File: src/rtl/brev_pkg.sv
package brev_pkg;
    localparam int XLEN   = 64;
    localparam int DISP_W = 16;
    localparam int DS_W   = DISP_W - 2;
    localparam int SH_W   = 5;
    localparam int LG_W   = 3;
    localparam int MAX_LG = 6;
    localparam int STEP_W = MAX_LG;
    localparam int IDX_W  = 5;
    localparam int OP_W   = 3;

    typedef enum logic [OP_W-1:0] {
        OP_BZ = 3'd0,
        OP_HZ = 3'd1,
        OP_HA = 3'd2,
        OP_WZ = 3'd3,
        OP_WA = 3'd4,
        OP_DW = 3'd5
    } op_e;

    function automatic logic op_is_ds(input op_e k);
        return (k == OP_WA) || (k == OP_DW);
    endfunction
endpackage

File: src/rtl/brev_seq.sv
module brev_seq
    import brev_pkg::*;
(
    input  logic              clk,
    input  logic              rst_n,
    input  logic              go,
    input  logic [LG_W-1:0]   lg,
    output logic              issue,
    output logic              last,
    output logic [STEP_W-1:0] step
);
    typedef struct packed {
        logic              run;
        logic [STEP_W-1:0] step;
    } seq_t;

    seq_t s_d, s_q;
    logic [STEP_W-1:0] limit;

    always_comb begin
        limit = STEP_W'((32'd1 << lg) - 32'd1);
        issue = s_q.run;
        step  = s_q.step;
        last  = s_q.run && (s_q.step == limit);
        s_d   = s_q;
        if (s_q.run) begin
            if (last) begin
                s_d.run  = 1'b0;
                s_d.step = '0;
            end else begin
                s_d.step = s_q.step + 1'b1;
            end
        end else if (go) begin
            s_d.run  = 1'b1;
            s_d.step = '0;
        end
    end

    always_ff @(posedge clk) begin
        if (!rst_n) s_q <= '0;
        else        s_q <= s_d;
    end

    AST_FIRST_STEP_ZERO: assert property (@(posedge clk) disable iff (!rst_n)
        $rose(issue) |-> step == '0);
    AST_STEP_ADVANCE: assert property (@(posedge clk) disable iff (!rst_n)
        issue && !last |=> issue && step == $past(step) + 1'b1);
endmodule

File: src/rtl/brev_addr_gen.sv
module brev_addr_gen
    import brev_pkg::*;
(
    input  logic [XLEN-1:0]   base,
    input  logic [DISP_W-1:0] disp,
    input  logic              ds_form,
    input  logic [SH_W-1:0]   shamt,
    input  logic [LG_W-1:0]   lg,
    input  logic [STEP_W-1:0] step,
    output logic [STEP_W-1:0] rev,
    output logic [XLEN-1:0]   ea
);
    logic [DISP_W-1:0] dfield;
    logic [XLEN-1:0]   dext;
    logic [XLEN-1:0]   prod;
    logic [XLEN-1:0]   offs;

    always_comb begin
        rev = '0;
        for (int i = 0; i < STEP_W; i++) begin
            for (int j = 0; j < STEP_W; j++) begin
                if ((i < int'(lg)) && (j == int'(lg) - 1 - i)) rev[i] = step[j];
            end
        end
        dfield = ds_form ? {disp[DS_W-1:0], 2'b00} : disp;
        dext   = {{(XLEN-DISP_W){dfield[DISP_W-1]}}, dfield};
        prod   = dext * XLEN'(rev);
        offs   = prod << shamt;
        ea     = base + offs;
    end
endmodule

File: src/rtl/brev_fmt.sv
module brev_fmt
    import brev_pkg::*;
(
    input  op_e             kind,
    input  logic [XLEN-1:0] raw,
    output logic [XLEN-1:0] data
);
    always_comb begin
        unique case (kind)
            OP_BZ:   data = {{(XLEN-8){1'b0}}, raw[7:0]};
            OP_HZ:   data = {{(XLEN-16){1'b0}}, raw[15:0]};
            OP_HA:   data = {{(XLEN-16){raw[15]}}, raw[15:0]};
            OP_WZ:   data = {{(XLEN-32){1'b0}}, raw[31:0]};
            OP_WA:   data = {{(XLEN-32){raw[31]}}, raw[31:0]};
            default: data = raw;
        endcase
    end
endmodule

File: src/rtl/brev_load_unit.sv
module brev_load_unit
    import brev_pkg::*;
(
    input  logic              clk,
    input  logic              rst_n,
    input  logic              start,
    input  logic [OP_W-1:0]   op,
    input  logic              update,
    input  logic [IDX_W-1:0]  ra_idx,
    input  logic [IDX_W-1:0]  rt_idx,
    input  logic [XLEN-1:0]   ra_val,
    input  logic [DISP_W-1:0] disp,
    input  logic [SH_W-1:0]   shamt,
    input  logic [LG_W-1:0]   vl_log2,
    output logic              busy,
    output logic              done,
    output logic              invalid,
    output logic              mem_rd_en,
    output logic [XLEN-1:0]   mem_rd_addr,
    input  logic [XLEN-1:0]   mem_rd_data,
    output logic              res_valid,
    output logic [STEP_W-1:0] res_step,
    output logic [XLEN-1:0]   res_data,
    output logic              ra_wr_en,
    output logic [XLEN-1:0]   ra_wr_data
);
    typedef struct packed {
        op_e               cfg_kind;
        logic              cfg_upd;
        logic [DISP_W-1:0] cfg_disp;
        logic [SH_W-1:0]   cfg_sh;
        logic [LG_W-1:0]   cfg_lg;
        logic [XLEN-1:0]   base;
        logic              p1_vld;
        logic              p1_last;
        logic [STEP_W-1:0] p1_step;
        logic [XLEN-1:0]   p1_ea;
        logic              o_vld;
        logic [STEP_W-1:0] o_step;
        logic [XLEN-1:0]   o_data;
        logic              o_wr;
        logic [XLEN-1:0]   o_wr_data;
        logic              o_done;
        logic              o_inv;
    } st_t;

    st_t d, q;

    logic              issue, last, bad, accept, go;
    logic [STEP_W-1:0] step, rev;
    logic [XLEN-1:0]   ea, fmt_data;

    brev_seq u_seq (
        .clk   (clk),
        .rst_n (rst_n),
        .go    (go),
        .lg    (q.cfg_lg),
        .issue (issue),
        .last  (last),
        .step  (step)
    );

    brev_addr_gen u_addr (
        .base    (q.base),
        .disp    (q.cfg_disp),
        .ds_form (op_is_ds(q.cfg_kind)),
        .shamt   (q.cfg_sh),
        .lg      (q.cfg_lg),
        .step    (step),
        .rev     (rev),
        .ea      (ea)
    );

    brev_fmt u_fmt (
        .kind (q.cfg_kind),
        .raw  (mem_rd_data),
        .data (fmt_data)
    );

    always_comb begin
        busy   = issue | q.p1_vld;
        bad    = (op > OP_W'(OP_DW)) || (vl_log2 > LG_W'(MAX_LG)) ||
                 (update && ((ra_idx == '0) || (ra_idx == rt_idx)));
        accept = start && !busy;
        go     = accept && !bad;

        d = q;
        if (go) begin
            d.cfg_kind = op_e'(op);
            d.cfg_upd  = update;
            d.cfg_disp = disp;
            d.cfg_sh   = shamt;
            d.cfg_lg   = vl_log2;
            d.base     = (!update && ra_idx == '0) ? '0 : ra_val;
        end
        if (issue && q.cfg_upd) d.base = ea;

        d.p1_vld  = issue;
        d.p1_last = last;
        d.p1_step = step;
        d.p1_ea   = ea;

        d.o_vld     = q.p1_vld;
        d.o_step    = q.p1_step;
        d.o_data    = q.p1_vld ? fmt_data : '0;
        d.o_wr      = q.p1_vld && q.cfg_upd;
        d.o_wr_data = q.p1_ea;
        d.o_done    = (q.p1_vld && q.p1_last) || (accept && bad);
        d.o_inv     = accept && bad;
    end

    always_ff @(posedge clk) begin
        if (!rst_n) begin
            q          <= '0;
            q.cfg_kind <= OP_BZ;
        end else begin
            q <= d;
        end
    end

    assign mem_rd_en   = issue;
    assign mem_rd_addr = ea;
    assign done        = q.o_done;
    assign invalid     = q.o_inv;
    assign res_valid   = q.o_vld;
    assign res_step    = q.o_step;
    assign res_data    = q.o_data;
    assign ra_wr_en    = q.o_wr;
    assign ra_wr_data  = q.o_wr_data;

    AST_REFUSED_QUIET: assert property (@(posedge clk) disable iff (!rst_n)
        start && !busy && bad |=> invalid && done && !mem_rd_en);
    AST_READ_TO_RESULT: assert property (@(posedge clk) disable iff (!rst_n)
        mem_rd_en |=> ##1 res_valid);
    AST_WB_WITH_RESULT: assert property (@(posedge clk) disable iff (!rst_n)
        ra_wr_en |-> res_valid && ra_wr_data == $past(mem_rd_addr, 2));
    AST_BYTE_UPPER_CLEAR: assert property (@(posedge clk) disable iff (!rst_n)
        res_valid && q.cfg_kind == OP_BZ |-> res_data[XLEN-1:8] == '0);
    AST_DONE_CAUSE: assert property (@(posedge clk) disable iff (!rst_n)
        done |-> res_valid || invalid);
    AST_NO_READ_IDLE: assert property (@(posedge clk) disable iff (!rst_n)
        !busy |-> !mem_rd_en);
endmodule

File: config.mk
export PLATFORM = sky130hd
export DESIGN_NAME = brev_load_unit
export DESIGN_NICKNAME = d
export VERILOG_FILES = /design/src/rtl/brev_pkg.sv /design/src/rtl/brev_seq.sv /design/src/rtl/brev_addr_gen.sv /design/src/rtl/brev_fmt.sv /design/src/rtl/brev_load_unit.sv
export SDC_FILE = /design/constraint.sdc
export NUM_CORES = 1
export LEC_CHECK = 0
export ABC_AREA = 0
export BUFFER_PORTS_ARGS = -buffer_cell sky130_fd_sc_hd__buf_2
export CORE_UTILIZATION = 32
export CTS_CLUSTER_SIZE = 20
export DETAILED_ROUTE_END_ITERATION = 16
export PLACE_DENSITY = 0.48
export SLEW_MARGIN = 20
export SYNTH_ARGS = -nofsm -noshare
export SYNTH_HDL_FRONTEND = slang
export SYNTH_SLANG_ARGS = --single-unit
File: constraint.sdc
create_clock -name clk -period 15.85 [get_ports clk]
set_clock_uncertainty 0.15 [all_clocks]
set_input_delay 3.9625 -clock clk [delete_from_list [all_inputs] [get_ports clk]]
set_output_delay 3.9625 -clock clk [all_outputs]
set_load 0.05 [all_outputs]
==> reports/metrics.cfg <==
[timing]
fin_crit_ns = 15.27
worst_slew_pin_slew_ns = 1.013
setup_violations = 0
min_period_over_period = 0.9632
max_freq_ghz = 0.06550
hold_violations = 0
slew_headroom = 0.3227
finalMaxSlewViolations = 0

[floorplan]
die_w_um = 264.6
die_area_um2 = 70030
coreArea_um2 = 67750
rows = 95
initial_core_util = 0.3258
die_y_um = 264.6
num_io_pins = 373

[placement]
portBuffers = 372
dpl.hpwl_um = 57720
place_inst = 3744
gp_congestion = 0.9435
post_dp_cell_area_um2 = 23890

[power]
clkPwrFrac = 0.377
vdd_ir_drop_max_mv = 0.05636
pwr-share-seq = 0.362
pwr_density_cell_nw_per_um2 = 91.93
p_int_mw = 1.539
switching_share = 0.3469
switching_power_mw = 0.8175
p_leak_nw = 11.92
power_mw = 2.356
combPwrFrac = 0.261

[yosys]
async_reset_ff_frac = 0
avgSynthCellArea_um2 = 8.032
syn_inst = 2748
ys_warn_count = 0
yosysUniqueCellTypes = 89
synth_area_um2 = 22070
ys_ff_latch = 309
synth_fp_nets = 3114
synth-edff-count = 0
seq_area_frac_synth = 0.2803
ys.flop_type = dfxtp_1

[clock_tree]
cts_sinks = 309
path_clk_slew_ns = 0.06
cts_root_buf = clkbuf_16
cts_max_level = 2
cts_max_path_buffers = 3
tritoncts = built
numCtsBuffers = 37
clkLatencyLatePin_ns = 0.57
holdBufCountCts = 0

[setup_path]
crit_top_cell = ha_1
startpoint_type = flip-flop
cp_slowest_cell = fa_1
critPathKind = flip-flop to primary output
worst-path-max-fanout = 16
required_ns = 11.74
max_stage_delay_ns = 0.55
end_kind = primary output
arrival_ns = 11.15

[grt]
grt_pass1_wl_um = 115500
grt_pass1_vias = 19700
grt_usage = 0.2092
antenna_found_initial = 3
overflow = 0
grt_max_degree = 112

[drt]
dr.first_iter.drc_count = 1320
ant_nets = 0
viasPerCell = 5.148
drc_errors = 0
avgRoutedWirePerCell_um = 19.55
drt-pass1-iter-count = 5
vias = 19690
wl_um = 74760

[run_status]
status = completed

[final_layout]
fillCellCount = 6977
regArea_um2 = 6187
postLayoutCellArea_um2 = 25630
multi_input_area_um2 = 13590
final_cell_count_no_fill = 3824
drive_above_1_share = 0.2330
syn_to_final_growth_pct = 16.14
nets = 3287

[min_path]
hold_path.class = flip-flop to flip-flop

[flow_run]
cap_violations = 0

-- synth_stat cells, types with 20 or more instances --
cell type	count	share of area
inv_1	137	0.023
a211oi_1	21	0.0071
nor3_1	43	0.0098
dfxtp_1	309	0.28
nand2b_1	23	0.0065
ha_1	129	0.073
o21ai_0	113	0.026
and3_1	24	0.0068
a21o_1	41	0.014
nand2_1	223	0.038
a21oi_1	242	0.055
a311oi_1	20	0.0079
o211ai_1	46	0.016
nand3_1	50	0.011
xor2_1	35	0.014
nor2_1	264	0.045
fa_1	68	0.062
mux2i_1	49	0.022
buf_4	198	0.067
and2_1	164	0.046
xnor2_1	65	0.026
clkbuf_1	157	0.027
-- final timing paths --
check,startpoint,to,slack (ns),cells after the start
min,d[22]$_SDFF_PN0_,ra_wr_data[20]$_SDFF_PN0_,0.27,1
max,q[275]$_SDFFE_PN0P_,mem_rd_addr[63],0.58,46
min reg2reg,d[22]$_SDFF_PN0_,ra_wr_data[20]$_SDFF_PN0_,0.27,1
max reg2reg,q[275]$_SDFFE_PN0P_,q[252]$_SDFFE_PN0P_,4.85,45
-- per-stage QoR --
stage,setup TNS (ns),setup slack [ns],hold slack (ns),util
2_1_floorplan,0,1.067,0.2532,-
3_3_place_gp,0,0.4836,0.2638,0.3527
3_5_place_dp,0,0.4520,0.2669,0.3527
4_1_cts,0,0.03593,0.2636,0.3722
5_1_grt,-0.01363,-0.007995,0.2895,0.3783
6_report,0,0.5832,0.2715,0.3783
-- sequential cells by signal, indices dropped and copies added (netlist names), 6 cells and up --
name,flops
q,93
ra_wr_data,64
u_seq.step,6
res_step,6
d,71
res_data,64
-- cells in the final DEF (no fill, tap or decap), types with 23 or more instances in the layout --
master,n
buf_2,363
dfxtp_1,308
nor2_1,262
a21oi_1,238
nand2_1,219
and2_1,163
buf_4,140
inv_1,135
ha_1,125
o21ai_0,102
fa_1,68
xnor2_1,57
nand3_1,47
o211ai_1,46
mux2i_1,43
nor3_1,42
a21o_1,41
clkbuf_16,37
xor2_1,34
nand2b_1,23
and3_1,23
-- timing repair --
action	4_1_cts	5_1_grt
setup buffers	0	11
pin swaps	0	5
setup endpoints to repair	16	37
gates resized for setup	10	72
-- metal layers --
layer / track usage / part of all wire / vias up
met3: 0.02973 / 0.047 / 95
met4: 0.05515 / 0.024 / 0
met5: 0 / 0 / -
met2: 0.3504 / 0.46 / 476
met1: 0.2802 / 0.46 / 9505
li1: - / - / 9611
-- kinds of logic (layout without fill, tap and decap cells) --
| group | count (synthesis) | in the layout | share of synthesized area |
|---|---|---|---|
| fa+ha+maj | 197 | 197 | 0.1348 |
| simple gates | 873 | 873 | 0.1889 |
| mux | 71 | 71 | 0.03509 |
| other cells | 0 | 2 | 0 |
| compound gates | 683 | 683 | 0.1991 |
| buf+inv | 515 | 716 | 0.1222 |
| xor+xnor | 100 | 100 | 0.03968 |
| flops | 309 | 309 | 0.2803 |
-- cell type report --
class | instances | share of cell area
multi-input cells | 1924 | 0.5302
flip-flops and latches | 309 | 0.2414
repair buffers | 509 | 0.1152
well taps | 873 | 0.04261
clock buffers | 48 | 0.04086
inverters | 140 | 0.02050
clock inverters | 19 | 0.009030
diodes | 2 | 0.0001952
-- worst max-delay path, delay by kind of cell, from the launching register on --
family	cells	cell delay [ns]
buffers and inverters	11	1.43
AOI/OAI and AO/OA	15	3.10
xor gates and xnor gates	1	0.23
muxes	2	0.35
adders and majority gates	10	3.57
DFF	1	0.40
and+or+nand+nor	7	1.47
-- power groups by stage --
stage | clock network, mW | registers, mW | logic [mW]
2_1_floorplan | 0 | 0.861 | 0.458
3_3_place_gp | 0 | 0.871 | 0.600
3_5_place_dp | 0 | 0.871 | 0.602
4_1_cts | 0.915 | 0.854 | 0.606
5_1_grt | 0.943 | 0.859 | 0.665
6_report | 0.888 | 0.854 | 0.614
No activity file was read; power rests on OpenSTA's default activity.
